**src/rtl/xbus_pkg.sv**
```systemverilog
package xbus_pkg;

  typedef enum logic [1:0] {
    KIND_FETCH = 2'd0,
    KIND_READ  = 2'd1,
    KIND_WRITE = 2'd2
  } xbus_kind_e;

  typedef enum logic [1:0] {
    ST_IDLE = 2'd0,
    ST_ADDR = 2'd1,
    ST_HOLD = 2'd2,
    ST_STRB = 2'd3
  } xbus_state_e;

endpackage

```
**src/rtl/xbus_steer.sv**
```systemverilog
module xbus_steer
  import xbus_pkg::*;
#(
  parameter int ADDR_W = 16,
  parameter int ROM_AW = 12
) (
  input  logic [1:0]        kind,
  input  logic [ADDR_W-1:0] addr,
  input  logic              ext_access,
  output logic              go_internal
);
  localparam int UPPER_W = ADDR_W - ROM_AW;

  logic below_rom_top;

  // The address lies inside the on-chip ROM window when every bit above it is zero.
  always_comb begin
    below_rom_top = (addr[ADDR_W-1 -: UPPER_W] == '0);
    go_internal   = (kind == KIND_FETCH) && ext_access && below_rom_top;
  end
endmodule

```
**src/rtl/xbus_seq.sv**
```systemverilog
module xbus_seq
  import xbus_pkg::*;
#(
  parameter int ALE_CYC = 2,
  parameter int STB_CYC = 3
) (
  input  logic        clk,
  input  logic        rst_n,
  input  logic        start_ext,
  output xbus_state_e state,
  output logic        last_strb
);
  localparam int MAXC  = (ALE_CYC > STB_CYC) ? ALE_CYC : STB_CYC;
  localparam int CNT_W = $clog2(MAXC + 1);

  xbus_state_e state_q, state_d;
  logic [CNT_W-1:0] cnt_q, cnt_d;

  always_comb begin
    state_d = state_q;
    cnt_d   = cnt_q;
    unique case (state_q)
      ST_IDLE: begin
        if (start_ext) begin
          state_d = ST_ADDR;
          cnt_d   = CNT_W'(ALE_CYC - 1);
        end
      end
      ST_ADDR: begin
        if (cnt_q == '0) state_d = ST_HOLD;
        else             cnt_d   = cnt_q - 1'b1;
      end
      ST_HOLD: begin
        state_d = ST_STRB;
        cnt_d   = CNT_W'(STB_CYC - 1);
      end
      ST_STRB: begin
        if (cnt_q == '0) state_d = ST_IDLE;
        else             cnt_d   = cnt_q - 1'b1;
      end
      default: state_d = ST_IDLE;
    endcase
  end

  always_ff @(posedge clk or negedge rst_n) begin
    if (!rst_n) begin
      state_q <= ST_IDLE;
      cnt_q   <= '0;
    end else begin
      state_q <= state_d;
      cnt_q   <= cnt_d;
    end
  end

  assign state     = state_q;
  assign last_strb = (state_q == ST_STRB) && (cnt_q == '0);
endmodule

```
**src/rtl/xbus_pins.sv**
```systemverilog
module xbus_pins
  import xbus_pkg::*;
#(
  parameter int ADDR_W = 16,
  parameter int DATA_W = 8
) (
  input  xbus_state_e       state,
  input  logic [1:0]        kind_q,
  input  logic [ADDR_W-1:0] addr_q,
  input  logic [DATA_W-1:0] wdata_q,
  output logic [DATA_W-1:0] ad_out,
  output logic              ad_oe,
  output logic [ADDR_W-DATA_W-1:0] a_hi,
  output logic              ale,
  output logic              psen_n,
  output logic              rd_n,
  output logic              wr_n
);
  logic addr_phase;
  logic strb_phase;

  always_comb begin
    addr_phase = (state == ST_ADDR) || (state == ST_HOLD);
    strb_phase = (state == ST_STRB);
    ale    = (state == ST_ADDR);
    ad_out = addr_phase ? addr_q[DATA_W-1:0] : wdata_q;
    ad_oe  = addr_phase || (strb_phase && (kind_q == KIND_WRITE));
    a_hi   = addr_q[ADDR_W-1:DATA_W];
    psen_n = !(strb_phase && (kind_q == KIND_FETCH));
    rd_n   = !(strb_phase && (kind_q == KIND_READ));
    wr_n   = !(strb_phase && (kind_q == KIND_WRITE));
  end
endmodule

```
**src/rtl/xmem_bus_ctrl.sv**
```systemverilog
module xmem_bus_ctrl
  import xbus_pkg::*;
#(
  parameter int ADDR_W  = 16,
  parameter int DATA_W  = 8,
  parameter int ROM_AW  = 12,
  parameter int ALE_CYC = 2,
  parameter int STB_CYC = 3
) (
  input  logic              clk,
  input  logic              rst_n,
  input  logic              req_valid,
  input  logic [1:0]        req_kind,
  input  logic [ADDR_W-1:0] req_addr,
  input  logic [DATA_W-1:0] req_wdata,
  input  logic              ext_access,
  output logic              busy,
  output logic              done,
  output logic [DATA_W-1:0] rdata,
  output logic [ROM_AW-1:0] rom_addr,
  input  logic [DATA_W-1:0] rom_data,
  output logic [DATA_W-1:0] ad_out,
  output logic              ad_oe,
  input  logic [DATA_W-1:0] ad_in,
  output logic [ADDR_W-DATA_W-1:0] a_hi,
  output logic              ale,
  output logic              psen_n,
  output logic              rd_n,
  output logic              wr_n
);
  xbus_state_e state;
  logic last_strb;
  logic go_internal;
  logic accept, start_ext, start_int;

  logic [1:0]        kind_q;
  logic [ADDR_W-1:0] addr_q;
  logic [DATA_W-1:0] wdata_q;
  logic [DATA_W-1:0] rdata_q, rdata_d;
  logic              rdata_en;
  logic              done_q, done_d;

  xbus_steer #(.ADDR_W(ADDR_W), .ROM_AW(ROM_AW)) u_steer (
    .kind        (req_kind),
    .addr        (req_addr),
    .ext_access  (ext_access),
    .go_internal (go_internal)
  );

  always_comb begin
    accept    = req_valid && (state == ST_IDLE);
    start_int = accept && go_internal;
    start_ext = accept && !go_internal;
  end

  xbus_seq #(.ALE_CYC(ALE_CYC), .STB_CYC(STB_CYC)) u_seq (
    .clk       (clk),
    .rst_n     (rst_n),
    .start_ext (start_ext),
    .state     (state),
    .last_strb (last_strb)
  );

  // Request capture for the external access.
  always_ff @(posedge clk or negedge rst_n) begin
    if (!rst_n) begin
      kind_q  <= KIND_FETCH;
      addr_q  <= '0;
      wdata_q <= '0;
    end else if (start_ext) begin
      kind_q  <= req_kind;
      addr_q  <= req_addr;
      wdata_q <= req_wdata;
    end
  end

  // Result and completion: the internal ROM answers in the accept cycle, the bus at the last strobe cycle.
  always_comb begin
    rdata_en = start_int || (last_strb && (kind_q != KIND_WRITE));
    rdata_d  = start_int ? rom_data : ad_in;
    done_d   = start_int || last_strb;
  end

  always_ff @(posedge clk or negedge rst_n) begin
    if (!rst_n) begin
      rdata_q <= '0;
      done_q  <= 1'b0;
    end else begin
      if (rdata_en) rdata_q <= rdata_d;
      done_q <= done_d;
    end
  end

  xbus_pins #(.ADDR_W(ADDR_W), .DATA_W(DATA_W)) u_pins (
    .state   (state),
    .kind_q  (kind_q),
    .addr_q  (addr_q),
    .wdata_q (wdata_q),
    .ad_out  (ad_out),
    .ad_oe   (ad_oe),
    .a_hi    (a_hi),
    .ale     (ale),
    .psen_n  (psen_n),
    .rd_n    (rd_n),
    .wr_n    (wr_n)
  );

  assign rom_addr = req_addr[ROM_AW-1:0];
  assign busy     = (state != ST_IDLE);
  assign done     = done_q;
  assign rdata    = rdata_q;
endmodule

```
**config.mk**
```make
export PLATFORM = sky130hd
export DESIGN_NAME = xmem_bus_ctrl
export DESIGN_NICKNAME = d
export VERILOG_FILES = /design/src/rtl/xbus_pkg.sv /design/src/rtl/xbus_steer.sv /design/src/rtl/xbus_seq.sv /design/src/rtl/xbus_pins.sv /design/src/rtl/xmem_bus_ctrl.sv
export SDC_FILE = /design/constraint.sdc
export NUM_CORES = 1
export LEC_CHECK = 0
export BUFFER_PORTS_ARGS = -buffer_cell sky130_fd_sc_hd__buf_2
export CAP_MARGIN = 20
export CORE_MARGIN = 4
export CORE_UTILIZATION = 52
export CTS_CLUSTER_DIAMETER = 150
export DETAILED_ROUTE_END_ITERATION = 8
export GPL_ROUTABILITY_DRIVEN = 0
export GPL_TIMING_DRIVEN = 0
export MAX_ROUTING_LAYER = met4
export PLACE_DENSITY = 0.94
export SYNTH_ARGS = -nofsm -noshare
export SYNTH_HDL_FRONTEND = slang
export SYNTH_HIERARCHICAL = 1
export SYNTH_SLANG_ARGS = --single-unit
```
**constraint.sdc**
```tcl
create_clock -name clk -period 3.3 [get_ports clk]
set_input_delay 0.165 -clock clk [delete_from_list [all_inputs] [get_ports clk]]
set_output_delay 0.165 -clock clk [all_outputs]
set_load 0.01 [all_outputs]
```
==> implementation parameters <==
Parameter                              Value

Floorplan
  Die outline width    around 73 µm
  Initial core utilization    54.3%
  Area of the core region    roughly 4000 µm²
  Top-level port count    a little under 90
  Site Rows    23
  Y dimension of the die    ~73 µm
  Total die area    around 5300 µm²

GRT
  Global-route track usage on met1    a little over a fifth
  Met3 demand-to-capacity share in global routing    about 5.2%
  Number of global-route vias before repair    around 1.7k
  Total global-route track usage    about a fifth
  Met2 GRT Util    ~36%
  Antenna violations before repair    0
  First-pass GRT wire length    between 7000 and 8000 µm
  Maximum number of pins on one net before global-route repair    40
  Aggregate global routing overflow    0
  Busiest layer in global routing    met2

Drt
  Total length of routed wires    between 4000 and 5000 µm
  Avg WL per Cell    15.5 µm
  Remaining DRCs    0
  Total iterations of the first detailed-routing run    4
  Via density    between 5 and 6
  Iter 0 DRT Violations    62
  Total via count in the routed design    ~1.7k
  Number of routed nets with antenna violations    0

Clocking
  CTS Root Cell    sky130_fd_sc_hd__clkbuf_8
  CTS tree    yes
  Worst-path clk slew    0.08 ns
  Max Buffers Root-to-Sink    2
  Count of cells resized by post-cts repair    0
  Clk sinks    39
  Count of hold-fix buffers inserted at cts    1
  Count of H-tree levels built during CTS    2
  Clock buffers created by TritonCTS    5
  Clock latency reported for the late side of the worst-skew pair    ~0.28 ns
  Post-CTS repair timing setup buffer count    0

Pwr
  Power density over the cells    roughly 1000 nW/µm²
  Static leakage    0.00144 µW
  Maximum resistive drop on vdd    approximately 0.52 mV

Hold path
  Classification of the worst-slack hold path    primary input to register
  Source of the worst hold timing path    req_wdata[2]
  Worst Hold Depth    2
  Hold-critical path endpoint    wdata_q[2]

Place
  Placed instance area    2690 µm²
  Post-DP HPWL    3920 µm
  Buffers added on ports    88

Timing
  Maximum achievable frequency    about 480 MHz
  Measured slew at the worst slew-check pin    ~0.83 ns
  Max-slew violation count    0
  Clock skew after layout    around 0.0054 ns
  Post-route fraction of the period consumed by the critical path    a little under two thirds
  Setup violators final    0
  Minimum clock period after layout    2.09 ns
  Setup TNS    0 ns
  Setup repair after global routing missed its margin    false
  Worst-case headroom to the max-slew limit    between 40 and 50%
  Final Hold Violating Endpoints    0

Worst setup path
  Cell chain of the critical path    ha_1 -> and2_2 -> clkbuf_1 -> inv_1 -> o21ai_0 -> a31oi_1
  Category of the most critical setup path    register to register
  Worst r2r path cells    6
  Worst path depth    6
  Critical Path Source Type    register
  Category of the worst setup path capture point    register
  Critical Path RT    3.45 ns
  Top cell family by delay on the critical path    buffers and inverters
  Slowest Stage Delay on Critical Path    roughly 0.54 ns
  WP data arrival    around 2.2 ns
  Highest net fanout along the worst path    10
  RR Endpoint    rdata[6]
  Cell type of the slowest stage on the worst timing path    sky130_fd_sc_hd__dfrtp_1
  Count of buffering cells on the critical path with inverters included    2
  Reg-to-reg critical path startpoint    u_seq/state[1]
  Worst setup path startpoint    u_seq/state[1]
  Setup slack on the worst flop-to-flop path    roughly 1.2 ns

Logic synthesis
  Synth area leaders    sky130_fd_sc_hd__dfrtp_1 45%, sky130_fd_sc_hd__mux2_4 19%, sky130_fd_sc_hd__buf_4 6.9%, sky130_fd_sc_hd__ha_1 4.6%, sky130_fd_sc_hd__mux2_2 3.6%
  Yosys cell types    32
  Ys async rst share    100%
  Adder-cell share of the synthesized area    4.57%
  Post-synthesis mux area share    roughly a quarter
  Fraction of the mapped netlist area in compound gates    between 6 and 7%
  Fraction of the yosys area taken by sequential cells    about 45%
  Largest area contributor in the synthesized netlist    sky130_fd_sc_hd__dfrtp_1
  Synthesized area    around 2200 µm²
  Number of flip-flops and latches in the synthesized netlist    39
  Post-synth EDFFs    0
  Number of instances in the synthesized netlist    roughly 180
  Syn_nets    ~230
  Fraction of post-synthesis cell area in the top cell type by area    between 40% and 50%
  Top FF cell, synth    sky130_fd_sc_hd__dfrtp_1
  Syn Area/Cell    between 10 and 15 µm²
  Simple-gate portion of the synthesized area    under 10%
  Number of warnings printed during yosys synthesis    6
  Main combinational cell family by area after synthesis    multiplexers
  Fraction of synthesized cell area in xor and xnor cells    0%

Cells and area
  # fillers    between 200 and 300
  Net count of the finished layout    325
  Layout cell share with drive strength beyond 1    between 60% and 70%
  Antenna Cells    0
  Final Instance Area    2820 µm²
  Synthesis-to-layout area growth    28.6%

Outcome
  Status    finished clean

Run
  Max-capacitance violation count    0
==> where the power goes <==
group / switching [µW] / internal (µW) / leakage (µW)
Sequential: 171 / 725 / 0.000463
Combinational: 676 / 903 / 0.000920
Clock: 163 / 225 / 0.0000581
==> cell type report <==
class / count / area, µm² / area share, %
flip-flops and latches: 39 / 976 / 34.7
multi-input cells: 102 / 962 / 34.2
repair buffers: 89 / 450 / 16.0
plain buffers: 28 / 229 / 8.13
clock buffers: 5 / 68.8 / 2.44
well taps: 50 / 62.6 / 2.22
clock inverters: 3 / 43.8 / 1.56
inverters: 6 / 22.5 / 0.800
==> stage by stage <==
stage          instances  worst slack, ns  power (µW)  util [%]  hold slack [ns]
2_1_floorplan        175             1.37        2020         -           -0.131
3_3_place_gp         313             1.18        2400      66.8            0.310
3_5_place_dp         313             1.15        2490      66.8            0.311
4_1_cts              322             1.21        2900      69.9           0.0924
5_1_grt              322             1.05        3060      69.9           0.0910
6_report             322             1.21        2860      69.9            0.105
==> logic make-up (layout without fill, tap and decap cells) <==
family          count (synthesis)  after routing
flops                          39             39
mux                            36             36
simple gates                   35             35
buf+inv                        34            131
compound gates                 23             23
fa+ha+maj                       8              8
==> registers in the layout, summed over array words and instances (netlist names) <==
register     cells
kind_q           2
done             1
wdata_q          8
addr_q          16
u_seq/cnt_q      2
u_seq/state      2
rdata            8
==> layer usage <==
layer | part of all wire, % | routed length (µm) | up-vias
li1 | - | - | 784
met1 | 36 | 1800 | 789
met2 | 52 | 2570 | 97
met3 | 9.6 | 479 | 19
met4 | 2.7 | 132 | 0
met5 | 0 | 0 | -
==> how the worst max path moves through the flow <==
| stage | endpoint |
|---|---|
| after floorplan | u_seq/state[1] |
| after global placement | u_seq/state[1] |
| after detailed placement | u_seq/state[1] |
| after CTS | rdata[6] |
| after global routing | rdata[0] |
| final | rdata[6] |
==> synth_stat cells (2+ instances only) <==
cell	n
sky130_fd_sc_hd__dfrtp_1	39
sky130_fd_sc_hd__mux2_4	28
sky130_fd_sc_hd__buf_4	20
sky130_fd_sc_hd__nor2_1	11
sky130_fd_sc_hd__a31oi_1	10
sky130_fd_sc_hd__ha_1	8
sky130_fd_sc_hd__nand3_1	8
sky130_fd_sc_hd__o21ai_0	8
sky130_fd_sc_hd__mux2_2	7
sky130_fd_sc_hd__inv_1	6
sky130_fd_sc_hd__a21oi_1	2
sky130_fd_sc_hd__buf_12	2
sky130_fd_sc_hd__buf_6	2
sky130_fd_sc_hd__clkbuf_1	2
sky130_fd_sc_hd__nand2_1	2
sky130_fd_sc_hd__nand2b_1	2
sky130_fd_sc_hd__nand3b_1	2
sky130_fd_sc_hd__o21ai_2	2
==> cells in the final DEF (no fill, tap or decap), drive strengths merged, types with 2 or more instances in the layout <==
cell type  synthesis  routed
inv                6       6
ha                 8       8
nand2              2       2
nand3b             2       2
dfrtp             39      39
o21ai             10      10
mux2              35      35
nand3              8       8
nand2b             3       3
a21oi              2       2
clkbuf             2       7
clkinv             0       2
nor2              12      12
a31oi             10      10
buf               26     114
No activity file was read; power rests on OpenSTA's default activity.
